[src/rtl/gpio_irq_pkg.sv]
package gpio_irq_pkg;

    localparam int PORT_W = 8;
    localparam int NPORTS = 2;
    localparam int NPINS  = PORT_W * NPORTS;

    typedef enum logic [1:0] {
        SEL_EN_P0  = 2'd0,
        SEL_EN_P1  = 2'd1,
        SEL_POL_P0 = 2'd2,
        SEL_POL_P1 = 2'd3
    } cfg_sel_e;

    typedef struct packed {
        logic [NPINS-1:0] en;
        logic [NPINS-1:0] pol;
    } pin_cfg_t;

    function automatic logic [NPINS-1:0] active_level(
        input logic [NPINS-1:0] lvl,
        input logic [NPINS-1:0] pol
    );
        return ~(lvl ^ pol);
    endfunction

endpackage

[src/rtl/gpio_in_sync.sv]
module gpio_in_sync #(
    parameter int W = 8
) (
    input  logic         clk,
    input  logic         rst,
    input  logic [W-1:0] d,
    output logic [W-1:0] q
);
    logic [W-1:0] stage1_q;
    logic [W-1:0] stage2_q;

    always_ff @(posedge clk) begin
        if (rst) begin
            stage1_q <= '0;
            stage2_q <= '0;
        end else begin
            stage1_q <= d;
            stage2_q <= stage1_q;
        end
    end

    assign q = stage2_q;
endmodule

[src/rtl/gpio_cfg_regs.sv]
module gpio_cfg_regs
    import gpio_irq_pkg::*;
#(
    parameter int PW = PORT_W
) (
    input  logic            clk,
    input  logic            rst,
    input  logic            we,
    input  logic [1:0]      addr,
    input  logic [PW-1:0]   wdata,
    output logic [2*PW-1:0] en,
    output logic [2*PW-1:0] pol
);
    cfg_sel_e sel;
    assign sel = cfg_sel_e'(addr);

    logic [PW-1:0] en_q  [2];
    logic [PW-1:0] pol_q [2];

    for (genvar p = 0; p < 2; p++) begin : g_port
        always_ff @(posedge clk) begin
            if (rst) begin
                en_q[p]  <= '0;
                pol_q[p] <= '0;
            end else if (we) begin
                if (sel == (p == 0 ? SEL_EN_P0 : SEL_EN_P1))
                    en_q[p] <= wdata;
                if (sel == (p == 0 ? SEL_POL_P0 : SEL_POL_P1))
                    pol_q[p] <= wdata;
            end
        end
        assign en[p*PW +: PW]  = en_q[p];
        assign pol[p*PW +: PW] = pol_q[p];
    end


    wr_en_p0_chk: assert property (@(posedge clk) disable iff (rst)
        (we && addr == 2'd0) |=> (en[PW-1:0] == $past(wdata)));
endmodule

[src/rtl/gpio_edge_trig.sv]
module gpio_edge_trig
    import gpio_irq_pkg::*;
#(
    parameter int N = NPINS
) (
    input  logic         clk,
    input  logic         rst,
    input  logic [N-1:0] lvl,
    input  logic [N-1:0] pol,
    input  logic [N-1:0] en,
    output logic [N-1:0] act,
    output logic [N-1:0] trig
);
    logic [N-1:0] act_prev_q;

    assign act = active_level(lvl, pol);

    for (genvar i = 0; i < N; i++) begin : g_pin
        always_ff @(posedge clk) begin
            if (rst) act_prev_q[i] <= 1'b1;
            else     act_prev_q[i] <= act[i];
        end
        assign trig[i] = en[i] & act[i] & ~act_prev_q[i];
    end
endmodule

[src/rtl/gpio_lock_arb.sv]
module gpio_lock_arb
    import gpio_irq_pkg::*;
#(
    parameter int N = NPINS
) (
    input  logic         clk,
    input  logic         rst,
    input  logic [N-1:0] trig,
    input  logic [N-1:0] act,
    input  logic [N-1:0] en,
    input  logic         master_en,
    input  logic         ack,
    output logic         irq
);
    localparam int IW = (N > 1) ? $clog2(N) : 1;

    logic          locked_q;
    logic [IW-1:0] idx_q;
    logic          pend_q;
    logic [IW-1:0] pick;
    logic          accept;
    logic          unlock;

    always_comb begin
        pick = '0;
        for (int i = N - 1; i >= 0; i--) begin
            if (trig[i]) pick = IW'(i);
        end
    end

    assign accept = !locked_q && master_en && (|trig);
    assign unlock = locked_q && (!act[idx_q] || !en[idx_q]);

    always_ff @(posedge clk) begin
        if (rst) begin
            locked_q <= 1'b0;
            idx_q    <= '0;
            pend_q   <= 1'b0;
        end else begin
            if (accept) begin
                locked_q <= 1'b1;
                idx_q    <= pick;
            end else if (unlock) begin
                locked_q <= 1'b0;
            end
            if (!master_en)  pend_q <= 1'b0;
            else if (accept) pend_q <= 1'b1;
            else if (ack)    pend_q <= 1'b0;
        end
    end

    assign irq = pend_q;


    master_gate_chk: assert property (@(posedge clk) disable iff (rst)
        !master_en |=> !irq);


    lock_hold_chk: assert property (@(posedge clk) disable iff (rst)
        (locked_q && en[idx_q] && act[idx_q]) |=> (locked_q && idx_q == $past(idx_q)));


    new_req_free_chk: assert property (@(posedge clk) disable iff (rst)
        $rose(pend_q) |-> $past(!locked_q && master_en));


    ack_clear_chk: assert property (@(posedge clk) disable iff (rst)
        (ack && locked_q) |=> !pend_q);
endmodule

[src/rtl/gpio_irq_combiner.sv]
module gpio_irq_combiner
    import gpio_irq_pkg::*;
#(
    parameter int PW = PORT_W
) (
    input  logic          clk,
    input  logic          rst,
    input  logic          cfg_we,
    input  logic [1:0]    cfg_addr,
    input  logic [PW-1:0] cfg_wdata,
    input  logic          gpio_master_en,
    input  logic          irq_ack,
    input  logic [PW-1:0] p0_pins,
    input  logic [PW-1:0] p1_pins,
    output logic [PW-1:0] p0_level,
    output logic [PW-1:0] p1_level,
    output logic          gpio_irq
);
    localparam int N = 2 * PW;

    logic [N-1:0] lvl;
    logic [N-1:0] en;
    logic [N-1:0] pol;
    logic [N-1:0] act;
    logic [N-1:0] trig;

    gpio_in_sync #(.W(N)) sync_i (
        .clk (clk),
        .rst (rst),
        .d   ({p1_pins, p0_pins}),
        .q   (lvl)
    );

    gpio_cfg_regs #(.PW(PW)) cfg_i (
        .clk   (clk),
        .rst   (rst),
        .we    (cfg_we),
        .addr  (cfg_addr),
        .wdata (cfg_wdata),
        .en    (en),
        .pol   (pol)
    );

    gpio_edge_trig #(.N(N)) trig_i (
        .clk  (clk),
        .rst  (rst),
        .lvl  (lvl),
        .pol  (pol),
        .en   (en),
        .act  (act),
        .trig (trig)
    );

    gpio_lock_arb #(.N(N)) arb_i (
        .clk       (clk),
        .rst       (rst),
        .trig      (trig),
        .act       (act),
        .en        (en),
        .master_en (gpio_master_en),
        .ack       (irq_ack),
        .irq       (gpio_irq)
    );

    assign p0_level = lvl[PW-1:0];
    assign p1_level = lvl[N-1:PW];
endmodule

[config.mk]
export PLATFORM = sky130hd
export DESIGN_NAME = gpio_irq_combiner
export DESIGN_NICKNAME = d
export VERILOG_FILES = /design/src/rtl/gpio_irq_pkg.sv /design/src/rtl/gpio_in_sync.sv /design/src/rtl/gpio_cfg_regs.sv /design/src/rtl/gpio_edge_trig.sv /design/src/rtl/gpio_lock_arb.sv /design/src/rtl/gpio_irq_combiner.sv
export SDC_FILE = /design/constraint.sdc
export NUM_CORES = 1
export LEC_CHECK = 0
export ABC_AREA = 0
export BUFFER_PORTS_ARGS = -buffer_cell sky130_fd_sc_hd__buf_2
export CAP_MARGIN = 25
export CORE_MARGIN = 2
export CORE_UTILIZATION = 40
export CTS_CLUSTER_SIZE = 28
export DETAILED_ROUTE_END_ITERATION = 12
export MAX_ROUTING_LAYER = met4
export SETUP_SLACK_MARGIN = 0.15
export SLEW_MARGIN = 20
export SYNTH_ARGS = -nofsm -noshare
export SYNTH_HDL_FRONTEND = slang
export SYNTH_HIERARCHICAL = 1
export SYNTH_SLANG_ARGS = --single-unit
[constraint.sdc]
create_clock -name clk -period 2.9 [get_ports clk]
set_input_delay 0.58 -clock clk [delete_from_list [all_inputs] [get_ports clk]]
set_output_delay 0.58 -clock clk [all_outputs]
set_load 0.01 [all_outputs]
==> report_table.html <==
<table>
<tr><th>Metric</th><th>Value</th></tr>
<tr><th colspan="2">Critical path</th></tr>
<tr><td>Setup crit end kind</td><td>register</td></tr>
<tr><td>Critical path data required time</td><td>3.13 ns</td></tr>
<tr><td>Worst setup path startpoint</td><td>cfg_i/pol_q[1][7]</td></tr>
<tr><td>FF-to-FF path depth</td><td>6</td></tr>
<tr><td>Setup CP Type</td><td>register to register</td></tr>
<tr><td>Startpoint types</td><td>register</td></tr>
<tr><td>Worst r2r dst</td><td>arb_i/locked_q</td></tr>
<tr><td>Worst EP arrival</td><td>2.68 ns</td></tr>
<tr><td>Worst setup endpoint</td><td>arb_i/locked_q</td></tr>
<tr><td>Startpoint of the worst register-to-register path</td><td>cfg_i/pol_q[1][7]</td></tr>
<tr><td>Highest net fanout along the worst path</td><td>7</td></tr>
<tr><td>Reg2reg setup slack</td><td>0.45 ns</td></tr>
<tr><th colspan="2">Placed design</th></tr>
<tr><td>RePlAce Congestion</td><td>0.805</td></tr>
<tr><td>Number of I/O port buffers</td><td>47</td></tr>
<tr><td>Post-detail-place hpwl</td><td>5200 um</td></tr>
<tr><th colspan="2">Worst hold path</th></tr>
<tr><td>Type of the most critical hold path</td><td>input port to register</td></tr>
<tr><th colspan="2">Final layout</th></tr>
<tr><td>Nets</td><td>398</td></tr>
<tr><td>Final cell utilization of the core</td><td>47.1%</td></tr>
<tr><td>Relative area change from synthesis to final layout</td><td>14.3%</td></tr>
<tr><td>Commonest non-fill, non-tap cells in the layout</td><td>sky130_fd_sc_hd__dfxtp_1 (54), sky130_fd_sc_hd__buf_2 (47), sky130_fd_sc_hd__nor2b_1 (34), sky130_fd_sc_hd__nor2_1 (34), sky130_fd_sc_hd__edfxtp_1 (32)</td></tr>
<tr><td>Layout cell share with drive strength beyond 1</td><td>26.6%</td></tr>
<tr><td>Antenna Diode Count</td><td>0</td></tr>
<tr><td>Leading cell type in the layout, fill and taps excluded</td><td>sky130_fd_sc_hd__dfxtp_1</td></tr>
<tr><th colspan="2">CTS</th></tr>
<tr><td>Cell at the root of the clock tree</td><td>sky130_fd_sc_hd__clkbuf_8</td></tr>
<tr><td>TritonCTS clock tree</td><td>built</td></tr>
<tr><td>Number of sinks handled by clock tree synthesis</td><td>86</td></tr>
<tr><td>Clock Pin Slew Worst Setup and Hold Paths</td><td>0.09 ns</td></tr>
<tr><td>Hold bufs inserted after CTS</td><td>0</td></tr>
<tr><td>Num CTS Buffers</td><td>9</td></tr>
<tr><td>Post CTS Setup Buffer Count</td><td>0</td></tr>
<tr><td>Post-CTS resize count</td><td>0</td></tr>
<tr><td>Clock Path Buffers</td><td>2</td></tr>
<tr><td>Latest clock arrival within the worst-skew pair</td><td>0.35 ns</td></tr>
<tr><td>H-tree depth reported by CTS</td><td>3</td></tr>
<tr><th colspan="2">Logic synthesis</th></tr>
<tr><td>Post-synth EDFFs</td><td>32</td></tr>
<tr><td>Cells taking the most area after synthesis</td><td>sky130_fd_sc_hd__dfxtp_1 (30%), sky130_fd_sc_hd__edfxtp_1 (27%), sky130_fd_sc_hd__nor2b_1 (6.0%)</td></tr>
<tr><td>Synthesized net count</td><td>347</td></tr>
<tr><td>Top cell type's share of synthesized area</td><td>30.3%</td></tr>
<tr><td>Part of the Yosys area used for sequential elements</td><td>57.2%</td></tr>
<tr><td>Per-instance average area after synthesis</td><td>11.3 um^2</td></tr>
<tr><td>Yosys warning total</td><td>6</td></tr>
<tr><td>Asr flop ratio synth</td><td>0%</td></tr>
<tr><td>Number of unique standard cell types used by synthesis</td><td>38</td></tr>
<tr><td>Netlist area before placement</td><td>3570 um^2</td></tr>
<tr><td>Register bit count reported by yosys</td><td>86</td></tr>
<tr><td>Library cell with the largest summed area after synthesis</td><td>sky130_fd_sc_hd__dfxtp_1</td></tr>
<tr><td>Synthesized netlist cell count</td><td>316</td></tr>
<tr><td>Prevailing post-synth register cell</td><td>sky130_fd_sc_hd__dfxtp_1</td></tr>
<tr><th colspan="2">Route</th></tr>
<tr><td>Count of nets left with antenna violations after detail routing</td><td>0</td></tr>
<tr><td>Via density per instance</td><td>4.85</td></tr>
<tr><td>First-pass iteration count of the detailed router</td><td>4</td></tr>
<tr><td>DRC</td><td>0</td></tr>
<tr><td>Total wire length</td><td>6950 um</td></tr>
<tr><td>Initial DRC count</td><td>93</td></tr>
<tr><td>Routed length per instance</td><td>14.5 um</td></tr>
<tr><td>Total number of vias</td><td>2,329</td></tr>
<tr><th colspan="2">Timing</th></tr>
<tr><td>Actual slew at the worst max-slew pin</td><td>0.841 ns</td></tr>
<tr><td>Hold slack final</td><td>0.433 ns</td></tr>
<tr><td>Setup repair after global routing missed its margin</td><td>no</td></tr>
<tr><td>Time the final worst path needs with I/O delays and setup</td><td>2.45 ns</td></tr>
<tr><td>Hold Fails Final Rpt</td><td>0</td></tr>
<tr><td>Part of the cycle the worst path needs</td><td>84.6%</td></tr>
<tr><td>Final setup fails</td><td>0</td></tr>
<tr><td>Worst clock skew</td><td>0.0102 ns</td></tr>
<tr><td>Post-Route Setup TNS</td><td>0 ns</td></tr>
<tr><td>Number of pins with negative max-slew slack in the final report</td><td>0</td></tr>
<tr><td>Worst relative slew slack</td><td>43.8%</td></tr>
<tr><td>Timing-limited maximum frequency</td><td>0.408 GHz</td></tr>
<tr><th colspan="2">Pwr</th></tr>
<tr><td>Sum of internal, switching and leakage power</td><td>2.43 mW</td></tr>
<tr><td>Pwr Density</td><td>595 nW/um^2</td></tr>
<tr><td>Worst ir drop on vdd</td><td>0.000357 V</td></tr>
<tr><td>Leakage dissipation</td><td>1.66 nW</td></tr>
<tr><th colspan="2">Floorplanning</th></tr>
<tr><td>Count of boundary I/O pins</td><td>48</td></tr>
<tr><td>Die Y</td><td>98.5 um</td></tr>
<tr><td>Full die area</td><td>9700 um^2</td></tr>
<tr><td>Total number of placement rows</td><td>34</td></tr>
<tr><td>Die X-Extent</td><td>98.5 um</td></tr>
<tr><td>Total core area</td><td>8680 um^2</td></tr>
<tr><td>Initial standard-cell utilization of the core</td><td>41.2%</td></tr>
<tr><th colspan="2">Job</th></tr>
<tr><td>Count of max-cap constraint violations</td><td>0</td></tr>
<tr><th colspan="2">GRT</th></tr>
<tr><td>First-pass GRT wire length</td><td>11,600 um</td></tr>
<tr><td>Number of antenna violations at the first check in global routing</td><td>0</td></tr>
<tr><td>Maximum number of pins on one net before global-route repair</td><td>24</td></tr>
<tr><td>Overall routing resource usage</td><td>15.7%</td></tr>
<tr><td>Vias in the first global route</td><td>2,356</td></tr>
<tr><td>Remaining global-route overflow</td><td>0</td></tr>
<tr><th colspan="2">Run status</th></tr>
<tr><td>Outcome</td><td>complete, no violations</td></tr>
</table>
kinds of logic after synthesis:
logic type	Yosys count	synth area share [%]
buf+inv	33	4.24
compound gates	27	5.85
flops	86	57.2
mux	3	1.89
xor+xnor	16	3.92
simple gates	151	26.9
synth_stat cells (all sizes together) (2+ instances only):
library cell  instances
dfxtp                54
nor2                 43
nor2b                34
edfxtp               32
inv                  22
nand2b               20
nor3b                16
xor2                 16
nand2                14
nand3b               10
buf                   9
o21ai                 6
o21bai                5
and3b                 4
or4                   4
a21oi                 3
mux4                  3
o31ai                 3
a221oi                2
a31oi                 2
clkbuf                2
o41ai                 2
through the flow:
stage | worst slack (ns) | cell area (um^2) | cells
after global placement | 0.535 | 3900 | 464
after floorplan | 0.662 | 3570 | 316
after detailed placement | 0.488 | 3900 | 464
after global routing | 0.302 | 4080 | 480
after CTS | 0.469 | 4080 | 480
final | 0.448 | 4080 | 480
registers in the layout, indices dropped and copies added, names as in the netlist:
register / flops
arb_i/idx_q: 4
sync_i/stage1_q: 16
sync_i/q: 16
arb_i/locked_q: 1
cfg_i/en_q: 16
arb_i/irq: 1
cfg_i/pol_q: 16
trig_i/act_prev_q: 16
metal layers:
metal	vias up	wire [um]	GRT usage, %
li1	1157	-	-
met1	1099	3280	20.0
met2	64	3270	24.9
met3	9	273	3.26
met4	0	116	5.69
met5	-	0	-
layout make-up:
class | instances | area, um^2
clock buffer | 10 | 128
clock inverter | 6 | 52.6
fill | 843 | 4590
inverter | 22 | 82.6
multi-input combinational | 197 | 1380
sequential | 86 | 2040
tap | 108 | 135
timing repair buffer | 51 | 265
worst max-delay path, cell delays in order, from the launching register on:
cell                       delay (ns)
sky130_fd_sc_hd__edfxtp_1        0.38
sky130_fd_sc_hd__xor2_1          0.35
sky130_fd_sc_hd__nor3b_2         0.11
sky130_fd_sc_hd__or4_4           0.55
sky130_fd_sc_hd__o41ai_4         0.52
sky130_fd_sc_hd__nor2_2          0.06
sky130_fd_sc_hd__a2111o_1        0.35
worst min path at each step:
stage,startpoint,to,slack [ns],depth (start not counted)
after floorplan,sync_i/stage1_q[0],sync_i/q[0],0.41,1
after global placement,sync_i/stage1_q[6],sync_i/q[6],0.42,1
after detailed placement,sync_i/stage1_q[10],sync_i/q[10],0.42,1
final,p0_pins[0],sync_i/stage1_q[0],0.43,2
after CTS,p1_pins[4],sync_i/stage1_q[12],0.42,2
after global routing,p0_pins[2],sync_i/stage1_q[2],0.42,2
power breakdown:
| group | internal [mW] | switching, mW |
|---|---|---|
| logic | 0.126 | 0.156 |
| clock network | 0.327 | 0.444 |
| registers | 1.33 | 0.0439 |
Note: power is estimated with default switching activity, not from simulation.
